<file path="src/rtl/usb_ls_rx.sv">
module usb_ls_rx #(
  parameter int NUM       = 40,
  parameter int DEN       = 3,
  parameter int MAX_BYTES = 11,
  localparam int CW = $clog2(MAX_BYTES + 1),
  localparam int PW = $clog2(NUM + DEN + 1)
) (
  input  logic          clk,
  input  logic          rst_n,
  input  logic          dp,
  input  logic          dm,
  output logic [7:0]    rx_data,
  output logic          rx_valid,
  output logic          rx_done,
  output logic [CW-1:0] rx_count,
  output logic          rx_error
);
  localparam logic [1:0] LJ = 2'b01, LK = 2'b10, LSE0 = 2'b00;

  typedef enum logic [1:0] {HUNT, SYNC, DATA, DROP} st_t;
  st_t st;

  logic [1:0]    dp_s, dm_s;
  logic [1:0]    ln_q, ref_ln;
  logic [PW-1:0] ph;
  logic          last_k;
  logic [2:0]    ones, bidx;
  logic [7:0]    sr;
  logic [CW-1:0] cnt;

  wire [1:0]    ln    = {dp_s[1], dm_s[1]};
  wire          kedge = (ln_q == LJ) && (ln == LK);
  wire [PW-1:0] ph_n  = ph + PW'(DEN);
  wire          tick  = ph_n >= PW'(NUM);
  wire          bit_v = (ln == ref_ln);
  wire [7:0]    sr_n  = {bit_v, sr[7:1]};

  always_ff @(posedge clk) begin
    if (!rst_n) begin
      dp_s <= '0; dm_s <= '0; ln_q <= '0; ref_ln <= LK;
      st <= HUNT; ph <= '0; last_k <= 1'b0;
      ones <= '0; bidx <= '0; sr <= '0; cnt <= '0;
      rx_data <= '0; rx_valid <= 1'b0; rx_done <= 1'b0;
      rx_count <= '0; rx_error <= 1'b0;
    end else begin
      dp_s <= {dp_s[0], dp};
      dm_s <= {dm_s[0], dm};
      ln_q <= ln;
      rx_valid <= 1'b0;
      rx_done  <= 1'b0;
      rx_error <= 1'b0;
      ph <= tick ? ph_n - PW'(NUM) : ph_n;
      case (st)
        HUNT: if (kedge) begin
          st <= SYNC;
          ph <= PW'(NUM / 2);
          last_k <= 1'b0;
        end
        SYNC: begin
          if (kedge) ph <= PW'(NUM / 2);
          else if (tick) begin
            if (ln == LK) begin
              if (last_k) begin
                st <= DATA; ref_ln <= LK; ones <= 3'd1;
                bidx <= '0; cnt <= '0; sr <= '0;
              end
              last_k <= 1'b1;
            end else if (ln == LJ) begin
              if (!last_k) st <= HUNT;
              last_k <= 1'b0;
            end else st <= HUNT;
          end
        end
        DATA: if (tick) begin
          if (ln == LSE0) begin
            rx_done <= 1'b1;
            rx_count <= cnt;
            st <= HUNT;
          end else if (ones == 3'd6) begin
            ref_ln <= ln;
            ones <= '0;
          end else begin
            ref_ln <= ln;
            ones <= bit_v ? ones + 3'd1 : 3'd0;
            sr <= sr_n;
            bidx <= bidx + 3'd1;
            if (bidx == 3'd7) begin
              if (cnt == CW'(MAX_BYTES)) begin
                rx_error <= 1'b1;
                st <= DROP;
              end else begin
                rx_data <= sr_n;
                rx_valid <= 1'b1;
                cnt <= cnt + CW'(1);
              end
            end
          end
        end
        DROP: if (ln == LSE0) st <= HUNT;
        default: st <= HUNT;
      endcase
    end
  end
endmodule

</file>
<file path="config.mk">
export PLATFORM = sky130hd
export DESIGN_NAME = usb_ls_rx
export DESIGN_NICKNAME = d
export VERILOG_FILES = /design/src/rtl/usb_ls_rx.sv
export SDC_FILE = /design/constraint.sdc
export NUM_CORES = 1
export LEC_CHECK = 0
export BUFFER_PORTS_ARGS = -buffer_cell sky130_fd_sc_hd__buf_2
export CAP_MARGIN = 5
export CORE_UTILIZATION = 52
export CTS_CLUSTER_DIAMETER = 30
export CTS_CLUSTER_SIZE = 20
export DETAILED_ROUTE_END_ITERATION = 16
export GPL_TIMING_DRIVEN = 0
export PLACE_DENSITY = 0.74
export SLEW_MARGIN = 20
export SYNTH_ARGS = -nofsm -noshare
export SYNTH_HDL_FRONTEND = slang
export SYNTH_SLANG_ARGS = --single-unit
</file>
<file path="constraint.sdc">
create_clock -name clk -period 2 [get_ports clk]
set_input_delay 0.4 -clock clk [delete_from_list [all_inputs] [get_ports clk]]
set_output_delay 0.4 -clock clk [all_outputs]
set_load 0.02 [all_outputs]
</file>
# --- Word level (Yosys, flattened, before mapping) ---
# Cells that the tools add are included.
classes:
  add_sub_neg: 5
  n_mul: 0
  div: 0
  n_lt_le_gt_ge: 1
  eq_ne: 27
  shift: 0
  n_mux: 67
  bitwise_logic: 7
  n_reduce_logical: 15
op_table:
  columns: ["op", "count"]
  rows:
  - ["2-to-1 mux 8 bit", 7]
  - ["2-to-1 mux 3 bit", 15]
  - ["2-to-1 mux 2 bit", 18]
  - ["2-to-1 mux 4 bit", 9]
  - ["!= test 2 bit, second input constant", 11]
  - ["AND reduction 10 bit", 2]
  - ["2-to-1 mux 6 bit", 3]
  - ["one-hot mux 8 bit (2 select lines)", 1]
  - ["!= test 3 bit, second input constant", 5]
  - ["one-hot mux 3 bit (2 select lines)", 2]
  - ["2-to-1 mux 1 bit", 8]
  - ["one-hot mux 2 bit (4 select lines)", 1]
  - ["one-hot mux 4 bit (2 select lines)", 1]
  - ["AND reduction 8 bit", 1]
  - ["inverter 1 bit", 7]
  - ["AND reduction 7 bit", 1]
  - ["adder 3 x 1 -> 3 bit, second input constant", 2]
  - ["adder 6 x 2 -> 6 bit, second input constant", 1]
  - ["equality test 2 x 1 -> 1 bit, second input constant", 3]
  - ["equality test 2 bit, second input constant", 3]
  - ["equality test 3 bit, second input constant", 2]
  - [">= comparator 6 bit, second input constant", 1]
  - ["AND reduction 3 bit", 2]
  - ["AND reduction 6 bit", 1]
  - ["13 further kinds", 15]
totals:
  reg_bits: 50
  latch_bits: 0
  mem_bits_rw: 0
  rom_bits: 0
  in_bits: 4
  output_inout_bits: 15
  word_cells: 138
  mem_count: 0

# --- Longest topological paths before layout ---
# Gate-level depths: netlist (run 1).
depth:
  ltp_word: 7
  depth_mapped: 8

# --- Worst setup path before layout (run 1) ---
# No wires, ideal clock.
synth_timing:
  kind: "reg2reg"
  from: "register dp_s[1]"
  to: "register ones[2]"
  setup_time_ns: 0.117
  arrival_time_ns: 1.975
  required_time_ns: 1.883
  path_slack_ns: -0.092
  stages_incl_launch_ff: 8
  synth_period_minus_slack_ns: 2.092
  cell_sequence: "dfxtp_1 > inv_1 > ha_1 > nor3b_1 > a21oi_1 > nor4_2 > o21ai_0 > a32o_1"
synth_via:
  elab_chain_len: 6
  elab_cells_between_ends: 13
synth_rtl:
  columns: ["element", "line_no", "source"]
  rows:
  - ["start, declared", "23", "logic [1:0] dp_s, dm_s;"]
  - ["start signal, assigned", "46", "dp_s <= {dp_s[0], dp};"]
  - ["equality test 2 bit", "35", "wire bit_v = (ln == ref_ln);"]
  - ["2-to-1 mux 3 bit", "84", "ones <= bit_v ? ones + 3'd1 : 3'd0;"]
  - ["2-to-1 mux 3 bit", "79", "end else if (ones == 3'd6) begin"]
  - ["2-to-1 mux 3 bit", "75", "if (ln == LSE0) begin"]
  - ["2-to-1 mux 3 bit", "74", "DATA: if (tick) begin"]
  - ["one-hot mux 3 bit (2 select lines)", "53", "case (st)"]
  - ["end signal, assigned", "84", null]
  - ["end, declared", "27", "logic [2:0] ones, bidx;"]
# Parallel ways exist; a longest one is shown, timed or not. The select of a mux whose other input is x is not followed.
# A chain may end at the register's enable or synchronous reset.

# --- Worst setup path in the final report (run 1) ---
layout_timing:
  from: "register dp_s[1]"
  to: "register cnt[0]"
layout_via:
  elab_chain_len: 4
  elab_cells_between_ends: 7
layout_rtl:
  columns: ["element", "line_no", "source"]
  rows:
  - ["equality test 2 bit", "32, 62", null]
  - ["logical AND 1 bit", "32", "wire kedge = (ln_q == LJ) && (ln == LK);"]
  - ["!= test 2 bit (no line)", null, null]
  - ["AND reduction 10 bit (no line) (*)", null, null]
  - ["end signal, assigned", "94", "cnt <= cnt + CW'(1);"]
  - ["end, declared", "29", "logic [CW-1:0] cnt;"]
# Mark *: on every way between the ends. The rest lies on a longest branch, timed or not.

==> run_results.csv, run 1 <==
group,metric,value,unit
status,outcome,"finished with violations",
status,violations,"negative setup slack",
floorplanning,dieArea,4490,um^2
timing,setup_violations,6,
clocking,cts-root-buf,"clkbuf_8",
final_layout,drive_gt1_share,26.9,%
setup_path,crit_type,"register to register",
logic_synthesis,async_flop_share,0,%
final_layout,layout.nets,314,
global_route,grt_pass1_wl,8.36,mm
logic_synthesis,ys_ff_latch,49,
setup_path,crit_fanout,6,
setup_path,rr_startpoint,"dp_s[1]$_SDFF_PN0_",
timing,fin_hold_ws,295,ps
timing,period_minus_slack,2070,ps
global_route,grt_max_degree,17,
logic_synthesis,syn_area,2200,um^2
drt,dr.pass1.iters,5,
logic_synthesis,syn-instance-count,255,
placement,hpwl,3.27,mm
clocking,clock_sinks,49,
clocking,cts_buffer_depth,2,
pwr,pwr_density_cell,811,nW/um^2
drt,drt_iter0_markers,151,
floorplanning,fp.dieH,67.0,um
clocking,cts_tree,"built",
setup_path,startpoint,"dp_s[1]$_SDFF_PN0_",
logic_synthesis,yosys_warnings,0,
timing,fmax,0.483,GHz
logic_synthesis,synth_ff_type,"dfxtp_1",
drt,routed_wl,5.52,mm
setup_path,r2r_slack,-70,ps
floorplanning,initial_core_util,54.6,%
timing,rsz0062_at_grt,"true",
logic_synthesis,ys_seq_area_share,44.6,%
hold_path,min_from,"dm",
clocking,cts.clk_slew.worst_paths,90,ps
pwr,ir_worst_vdd,0.484,mV
timing,slew_violations,0,
logic_synthesis,yosysTopAreaCell,"dfxtp_1",
global_route,grt_remaining_overflow,0,
setup_path,startpoint_type,"register",
floorplanning,core_area,4030,um^2
logic_synthesis,ys_top_cells_by_count,"49 x dfxtp_1, 30 x nand2_1, 23 x nor2_1, 19 x o21ai_0, 13 x nand3_1",
timing,slew_headroom,65.7,%
floorplanning,rows,23,
logic_synthesis,yosys-top-cells-area,"dfxtp_1 45%, ha_1 5.7%, nand2_1 5.1%, o21ai_0 4.3%, nor2_1 3.9%",
clocking,cts_made_buffers,5,
global_route,first_global_vias,1864,
final_layout,fin_area,2830,um^2
run,maxCapViolations,0,
timing,worstMarginPinSlew,515,ps
pwr,leakage,0.00109,uW
logic_synthesis,synth_nets,269,
clocking,h-tree-depth,2,
placement,io_buffers,18,
floorplanning,io_pins,19,
drt,vias,2068,
final_layout,num_antenna_cells,0,
global_route,antenna_found_initial,0,
timing,finClkSkew,8.24,ps
drt,ant_nets,0,
final_layout,area_growth,28.7,%
timing,finalHoldViolCount,0,
global_route,grt_usage,25.2,%
setup_path,cp_data_arrival_time,2290,ps
logic_synthesis,synth_enable_flop_cells,0,
timing,min_period_over_period,104,%
logic_synthesis,synth_top_area_share,44.6,%
floorplanning,die_w,67.0,um
logic_synthesis,synth.avg_cell_area,8.63,um^2
clocking,ctsHoldBuffers,0,
placement,placed_cell_area,2390,um^2
logic_synthesis,ys_types,44,
drt,via_per_inst,5.89,
drt,drcViolationCount,0,
drt,wire_per_inst,15.7,um
clocking,insertion_delay,300,ps
setup_path,critPathRequiredTime,2220,ps
logic_synthesis,yosysMostFrequentCell,"dfxtp_1",
setup_path,end_kind,"register",
placement,place_ws,-448,ps
timing,fin_ws,-70.5,ps
placement,gp_congestion,0.955,
hold_path,hold_path.class,"input pin to register",
sequential cells by signal, indices dropped and copies added, names as in the netlist:
signal / count
bidx: 3
cnt: 4
dm_s: 2
dp_s: 2
last_k: 1
ln_q: 2
ones: 3
ph: 6
ref_ln: 2
rx_count: 4
rx_data: 8
rx_done: 1
rx_error: 1
rx_valid: 1
sr: 7
st: 2
worst max-delay path, cell delays in order (launching register included):
cell and delay (ps):
dfxtp_4 370, inv_1 100, ha_4 200, nor3b_4 280, a22oi_2 150, a21o_1 240
or4_4 430, a31oi_1 210
final timing paths:
| path | depth (start not counted) | endpoint |
|---|---|---|
| setup / recovery | 7 | cnt[0]$_SDFFE_PN0P_ |
| hold / removal | 2 | dm_s[0]$_SDFF_PN0_ |
| setup reg to reg | 7 | cnt[0]$_SDFFE_PN0P_ |
| hold reg to reg | 1 | dp_s[1]$_SDFF_PN0_ |
layer usage:
metal,track usage [%],wire (um),up-vias
met1,29.8,2380,954
met5,0,0,-
met2,41.8,2690,95
li1,-,-,995
met3,5.82,283,24
met4,13.3,165,0
kinds of logic after synthesis:
group                      synth area share [%]
xor gates and xnor gates                   2.79
muxes                                      3.64
buffers and inverters                      3.87
and+or+nand+nor                            24.1
AOI/OAI and AO/OA                          15.3
adders and majority gates                  5.69
DFF                                        44.6
what timing repair did:
item                                    4_1_cts  5_1_grt
setup buffers                                20        1
hold endpoints to repair                      0        0
pin swaps                                    12        6
gates resized for setup                      30       15
endpoints found under the setup margin       37       32
where the power goes:
part | leakage, uW | total (uW) | switching, uW | internal [uW]
Sequential | 0.000401 | 1040 | 37.6 | 1000
Combinational | 0.000621 | 420 | 249 | 172
Clock | 0.0000687 | 834 | 331 | 503
Total | 0.00109 | 2300 | 617 | 1680
layout by cell type, fill, tap and decap left out, drive strengths merged, types with 4 or more instances in the layout:
master  count
dfxtp      49
buf        43
nand2      30
nor2       24
o21ai      19
nand3      13
clkbuf     13
ha         10
a21oi       9
inv         9
mux2i       8
o22ai       7
nor3        7
xor2        5
or3         5
nand3b      4
and2        4
nor4        4
metrics by stage:
step	std cells	setup TNS, ps	util [%]	power [uW]
2_1_floorplan	255	-45.7	-	1280
3_3_place_gp	323	-6280	59.3	1340
3_5_place_dp	323	-7800	59.3	1340
4_1_cts	351	0	69.3	2250
5_1_grt	351	-1450	70.3	2380
6_report	351	-146	70.3	2300
layout make-up:
cell class              instances  area, um^2
well taps                      50        62.6
flip-flops and latches         49        1000
fillers                       309        1200
inverters                       9        33.8
multi-input cells             184        1300
clock buffers                   5        68.8
plain buffers                  12        53.8
repair buffers                 39         248
clock inverters                 3        68.8
Power figures use the tool's default switching activity.
==> run 2: changes to the inputs <==
--- a/config.mk
+++ b/config.mk
@@ -7,12 +7,12 @@
 export LEC_CHECK = 0
 export BUFFER_PORTS_ARGS = -buffer_cell sky130_fd_sc_hd__buf_2
 export CAP_MARGIN = 5
-export CORE_UTILIZATION = 52
+export CORE_UTILIZATION = 60
 export CTS_CLUSTER_DIAMETER = 30
 export CTS_CLUSTER_SIZE = 20
 export DETAILED_ROUTE_END_ITERATION = 16
 export GPL_TIMING_DRIVEN = 0
-export PLACE_DENSITY = 0.74
+export PLACE_DENSITY = 0.8
 export SLEW_MARGIN = 20
 export SYNTH_ARGS = -nofsm -noshare
 export SYNTH_HDL_FRONTEND = slang
==> constraint.sdc (replaced) <==
create_clock -name clk -period 2.4 [get_ports clk]
set_input_delay 0.48 -clock clk [delete_from_list [all_inputs] [get_ports clk]]
set_output_delay 0.48 -clock clk [all_outputs]
set_load 0.02 [all_outputs]
==> run 2 against run 1 <==
Effect of this change: the run now ends clean; fmax fell by 8.7%; routed wire length fell by 15%; sequential share of layout area rose by 4.4 points.
==> run_results.csv, run 2 (synthesized netlist as in run 1, its figures left out) <==
group,metric,value,unit
clocking,insertion_delay,380,ps
timing,min_period_over_period,94.5,%
placement,hpwl,3.34,mm
floorplanning,dieArea,3910,um^2
floorplanning,rows,21,
final_layout,top_regs,"rx_data: 8 flops, sr: 7 flops, ph: 6 flops",
timing,slew_violations,0,
global_route,antenna_found_initial,0,
drt,dr.pass1.iters,5,
final_layout,nFillCells,289,
hold_path,hold_path.class,"input pin to register",
drt,routed_wl,4.69,mm
pwr,pwr-share-comb,17.8,%
pwr,power.total,1520,uW
final_layout,regMostFlops,"rx_data",
timing,finalHoldViolCount,0,
pwr,p_seq_share,56.7,%
setup_path,end_kind,"register",
placement,io_buffers,18,
timing,worstMarginPinSlew,877,ps
drt,vias,1946,
final_layout,drive_gt1_share,14.2,%
placement,gp_congestion,0.968,
global_route,grt_usage,26.9,%
drt,ant_nets,0,
clocking,cts-root-buf,"clkbuf_4",
global_route,grt_max_degree,17,
setup_path,crit_fanout,10,
pwr,pwr_density_cell,613,nW/um^2
drt,wire_per_inst,14.3,um
clocking,cts_tree,"built",
status,outcome,"completed",
drt,via_per_inst,5.93,
setup_path,crit_type,"register to register",
pwr,p_switching,463,uW
final_layout,layout.nets,295,
floorplanning,die_w,62.5,um
pwr,p_clk_share,25.5,%
timing,fin_hold_ws,309,ps
clocking,cts.clk_slew.worst_paths,150,ps
final_layout,multiInputGateArea,1190,um^2
global_route,first_global_vias,1874,
setup_path,cp_data_arrival_time,2550,ps
final_layout,final_cell_mix,"48 x dfxtp_1, 30 x nand2_1, 23 x nor2_1, 20 x buf_2, 19 x o21ai_0",
global_route,grt_remaining_overflow,0,
pwr,switching_share,30.6,%
final_layout,final_common_cell,"dfxtp_1",
timing,fmax,0.441,GHz
floorplanning,initial_core_util,64.4,%
final_layout,num_antenna_cells,0,
clocking,clock_sinks,49,
final_layout,seqCellArea,982,um^2
clocking,cts_made_buffers,5,
clocking,h-tree-depth,2,
timing,slew_headroom,41.3,%
final_layout,area_growth,12.4,%
drt,drcViolationCount,0,
global_route,grt_pass1_wl,8.28,mm
setup_path,startpoint_type,"register",
floorplanning,fp.dieH,62.5,um
timing,setup_violations,0,
pwr,leakage,0.000935,uW
final_layout,largest_register_ffs,8,
drt,drt_iter0_markers,102,
clocking,cts_buffer_depth,2,
timing,finClkSkew,15.7,ps
run,maxCapViolations,0,
floorplanning,core_area,3420,um^2
pwr,intPower,1050,uW
floorplanning,io_pins,19,
timing,period_minus_slack,2270,ps
pwr,ir_worst_vdd,0.507,mV
final_layout,final_core_util,72.4,%
setup_path,critPathRequiredTime,2680,ps
## run 2: cell types whose count changed in the layout (fill, tap and decap cells not counted), sizes merged
cell | before | now
clkinv | 1 | 4
clkbuf | 13 | 15
bufinv | 2 | 0
buf | 43 | 22
inv | 9 | 8
## run 2: what timing repair did
item,4_1_cts,5_1_grt
resized for setup,5,7
setup buffers,0,1
endpoints found under the setup margin,17,21
hold buffers,0,0
pin swaps,0,1
gates cloned,0,0
## run 2: metrics by stage
step	setup slack, ps	cell area (um^2)	TNS, ps	std cells
finish	132	2470	0	328
global route	-10.8	2470	-15.6	328
CTS	-12.0	2440	-12.0	327
detailed placement	-190	2350	-1530	319
global placement	-211	2350	-1460	319
floorplan	308	2200	0	255
## run 2: routing by layer
| metal | vias up | share of wire, % | track usage [%] |
|---|---|---|---|
| met5 | - | 0 | 0 |
| met4 | 0 | 2.5 | 16.6 |
| met3 | 12 | 5.2 | 4.20 |
| met2 | 64 | 47 | 42.7 |
| met1 | 904 | 46 | 34.1 |
| li1 | 966 | - | - |
## run 2: final timing paths
| kind | startpoint | end | slack (ps) | cells past startpoint |
|---|---|---|---|---|
| worst min-delay path | dm | dm_s[0]$_SDFF_PN0_ | 310 | 2 |
| worst max-delay path | ph[4]$_SDFF_PN0_ | bidx[0]$_SDFFE_PN0P_ | 130 | 6 |
| worst min register to register | dm_s[0]$_SDFF_PN0_ | dm_s[1]$_SDFF_PN0_ | 450 | 1 |
| worst max register to register | ph[4]$_SDFF_PN0_ | bidx[0]$_SDFFE_PN0P_ | 130 | 6 |
## run 2: final cells by class
type                    instances  share of cell area (%)
multi-input cells             184                    48.0
flip-flops and latches         49                    39.7
repair buffers                 19                    3.95
well taps                      46                    2.33
plain buffers                  13                    2.18
clock buffers                   5                    1.52
inverters                       9                    1.37
clock inverters                 3                   0.911
## run 2: critical path, stage by stage (launching register included)
cell and delay (ps):
dfxtp_1 470, o2111ai_1 170, xor2_1 720, clkbuf_1 390, nor3_1 180, o21ai_0 180
a21oi_1 50
## run 2: power by group through the flow
| stage | logic, uW | clock network, uW | registers, uW |
|---|---|---|---|
| 2_1_floorplan | 182 | 0 | 871 |
| 3_3_place_gp | 231 | 0 | 875 |
| 3_5_place_dp | 234 | 0 | 876 |
| 4_1_cts | 250 | 395 | 859 |
| 5_1_grt | 295 | 426 | 864 |
| 6_report | 269 | 387 | 859 |
==> run 3: changes to the inputs <==
--- a/config.mk
+++ b/config.mk
@@ -5,9 +5,11 @@
 export SDC_FILE = /design/constraint.sdc
 export NUM_CORES = 1
 export LEC_CHECK = 0
+export ABC_CLOCK_PERIOD_IN_PS = 2400
 export BUFFER_PORTS_ARGS = -buffer_cell sky130_fd_sc_hd__buf_2
 export CAP_MARGIN = 5
 export CORE_UTILIZATION = 60
+export CTS_BUF_LIST = sky130_fd_sc_hd__clkbuf_8
 export CTS_CLUSTER_DIAMETER = 30
 export CTS_CLUSTER_SIZE = 20
 export DETAILED_ROUTE_END_ITERATION = 16
==> run 3 against run 2 <==
Effect of this change: setup slack worse by 18 ps; sequential share of layout area decreased by 0.85 points; global-route usage fell by 0.16 points; highest routed layer unchanged; cell area increased by 2.2%; critical path type unchanged.
==> run_results.csv, run 3 (synthesized netlist as in run 1, its figures left out) <==
group,metric,value,unit
placement,dpl.cell_count,319,
hold_path,hold_path.class,"input pin to register",
floorplanning,die_w,62.5,um
final_layout,seqCellArea,982,um^2
clocking,cts_buffer_depth,2,
pwr,pwr_density_cell,640,nW/um^2
setup_path,r2r_slack,110,ps
global_route,met1_usage,33.4,%
drt,routed_wl,4.78,mm
pwr,power.total,1620,uW
setup_path,crit_fanout,10,
setup_path,startpoint_type,"register",
floorplanning,dieArea,3910,um^2
setup_path,reg2regPathDepth,6,
drt,drt_iter0_markers,94,
timing,min_period_over_period,95.2,%
global_route,antenna_found_initial,0,
timing,slew_headroom,39.9,%
hold_path,whs_path_depth,2,
setup_path,cp_cell_sequence,"o2111ai_1 > xor2_1 > clkbuf_1 > nor3_1 > o21ai_0 > a21oi_1",
final_layout,num_antenna_cells,0,
clocking,cts_tree,"built",
drt,drcViolationCount,0,
setup_path,end_kind,"register",
drt,wire_per_inst,14.5,um
final_layout,top_regs,"rx_data: 8 flops, sr: 7 flops, ph: 6 flops",
floorplanning,io_pins,19,
final_layout,fin_cells,331,
global_route,grt_usage,26.7,%
hold_path,holdPathEnd,"dm_s[0]$_SDFF_PN0_",
clocking,insertion_delay,310,ps
pwr,leakage,0.000964,uW
global_route,grt_remaining_overflow,0,
placement,hpwl,3.34,mm
final_layout,layout.nets,298,
final_layout,regMostFlops,"rx_data",
timing,fmax,0.438,GHz
placement,gp_congestion,0.968,
timing,setup_violations,0,
hold_path,min_from,"dm",
final_layout,largest_register_ffs,8,
global_route,grt_use_met2,41.7,%
global_route,grt_util_met3,5.11,%
setup_path,rr_startpoint,"ph[4]$_SDFF_PN0_",
timing,slew_violations,0,
final_layout,area_growth,14.8,%
status,outcome,"completed",
placement,io_buffers,18,
final_layout,drive_gt1_share,15.1,%
drt,dr.pass1.iters,5,
setup_path,crit_type,"register to register",
setup_path,timing.rr.end,"bidx[0]$_SDFFE_PN0P_",
run,maxCapViolations,0,
floorplanning,rows,21,
drt,via_per_inst,5.93,
clocking,h-tree-depth,2,
pwr,ir_worst_vdd,0.499,mV
floorplanning,initial_core_util,64.4,%
global_route,top_usage_layer,"met2",
final_layout,final_common_cell,"dfxtp_1",
timing,period_minus_slack,2290,ps
final_layout,final_cell_mix,"48 x dfxtp_1, 30 x nand2_1, 23 x nor2_1, 20 x buf_2, 19 x o21ai_0",
timing,worstMarginPinSlew,899,ps
timing,finalHoldViolCount,0,
timing,finClkSkew,8.53,ps
final_layout,final_core_util,74.0,%
floorplanning,fp.dieH,62.5,um
drt,vias,1963,
clocking,cts_made_buffers,5,
global_route,grt_max_degree,17,
global_route,first_global_vias,1865,
setup_path,cp_slowest_cell,"xor2_1",
clocking,clock_sinks,49,
drt,ant_nets,0,
setup_path,max_stage_delay,740,ps
timing,fin_hold_ws,382,ps
setup_path,cp_data_arrival_time,2470,ps
clocking,cts.clk_slew.worst_paths,90,ps
floorplanning,core_area,3420,um^2
setup_path,critPathRequiredTime,2590,ps
final_layout,multiInputGateArea,1190,um^2
global_route,grt_pass1_wl,8.18,mm
clocking,cts-root-buf,"clkbuf_8",
final_layout,nFillCells,282,
clocking,ctsHoldBuffers,0,
==> run 3: how the worst max path moves through the flow <==
stage	cells after the start	slack (ps)	startpoint	to
global route	6	-3	ph[4]$_SDFF_PN0_	bidx[0]$_SDFFE_PN0P_
finish	6	110	ph[4]$_SDFF_PN0_	bidx[0]$_SDFFE_PN0P_
CTS	8	-6	ph[0]$_SDFF_PN0_	st[1]$_SDFFE_PN0P_
global placement	7	-210	dp_s[1]$_SDFF_PN0_	rx_data[3]$_SDFFE_PN0P_
detailed placement	7	-190	dp_s[1]$_SDFF_PN0_	rx_data[1]$_SDFFE_PN0P_
floorplan	7	310	dp_s[1]$_SDFF_PN0_	ones[2]$_SDFFE_PN0P_
==> run 3: through the flow <==
step                cell area [um^2]  setup slack, ps  TNS (ps)
detailed placement              2350             -190     -1530
global route                    2530            -3.14     -3.14
floorplan                       2200              308         0
finish                          2530              114         0
CTS                             2470            -6.44     -6.44
global placement                2350             -211     -1460
==> run 3: area by class of cell <==
class | instances | share of cell area (%)
flip-flops and latches | 49 | 38.9
multi-input cells | 184 | 47.0
well taps | 46 | 2.28
clock buffers | 5 | 2.72
repair buffers | 22 | 4.75
plain buffers | 13 | 2.13
inverters | 9 | 1.34
clock inverters | 3 | 0.892
==> run 3: layer usage <==
metal | routed length, um | part of all wire [%]
met5 | 0 | 0
met4 | 145 | 3.0
met3 | 248 | 5.2
met2 | 2210 | 46
met1 | 2180 | 46
==> run 3: timing repair <==
action	CTS	global route
gates cloned	0	0
gates resized for setup	5	6
pin swaps	0	3
setup buffers	0	4
endpoints found under the setup margin	13	19
==> run 3: power by group <==
| part | switching [uW] | total (uW) | internal (uW) |
|---|---|---|---|
| combinational | 171 | 270 | 98.9 |
| clock | 282 | 489 | 207 |
| sequential | 22.8 | 858 | 836 |
| total | 476 | 1620 | 1140 |
==> run 3: critical path, delay by kind of cell, from the launching register on <==
| kind | cells | cell delay (ps) |
|---|---|---|
| buf+inv | 1 | 390 |
| simple gates | 1 | 180 |
| flops | 1 | 450 |
| xor+xnor | 1 | 740 |
| compound gates | 3 | 400 |
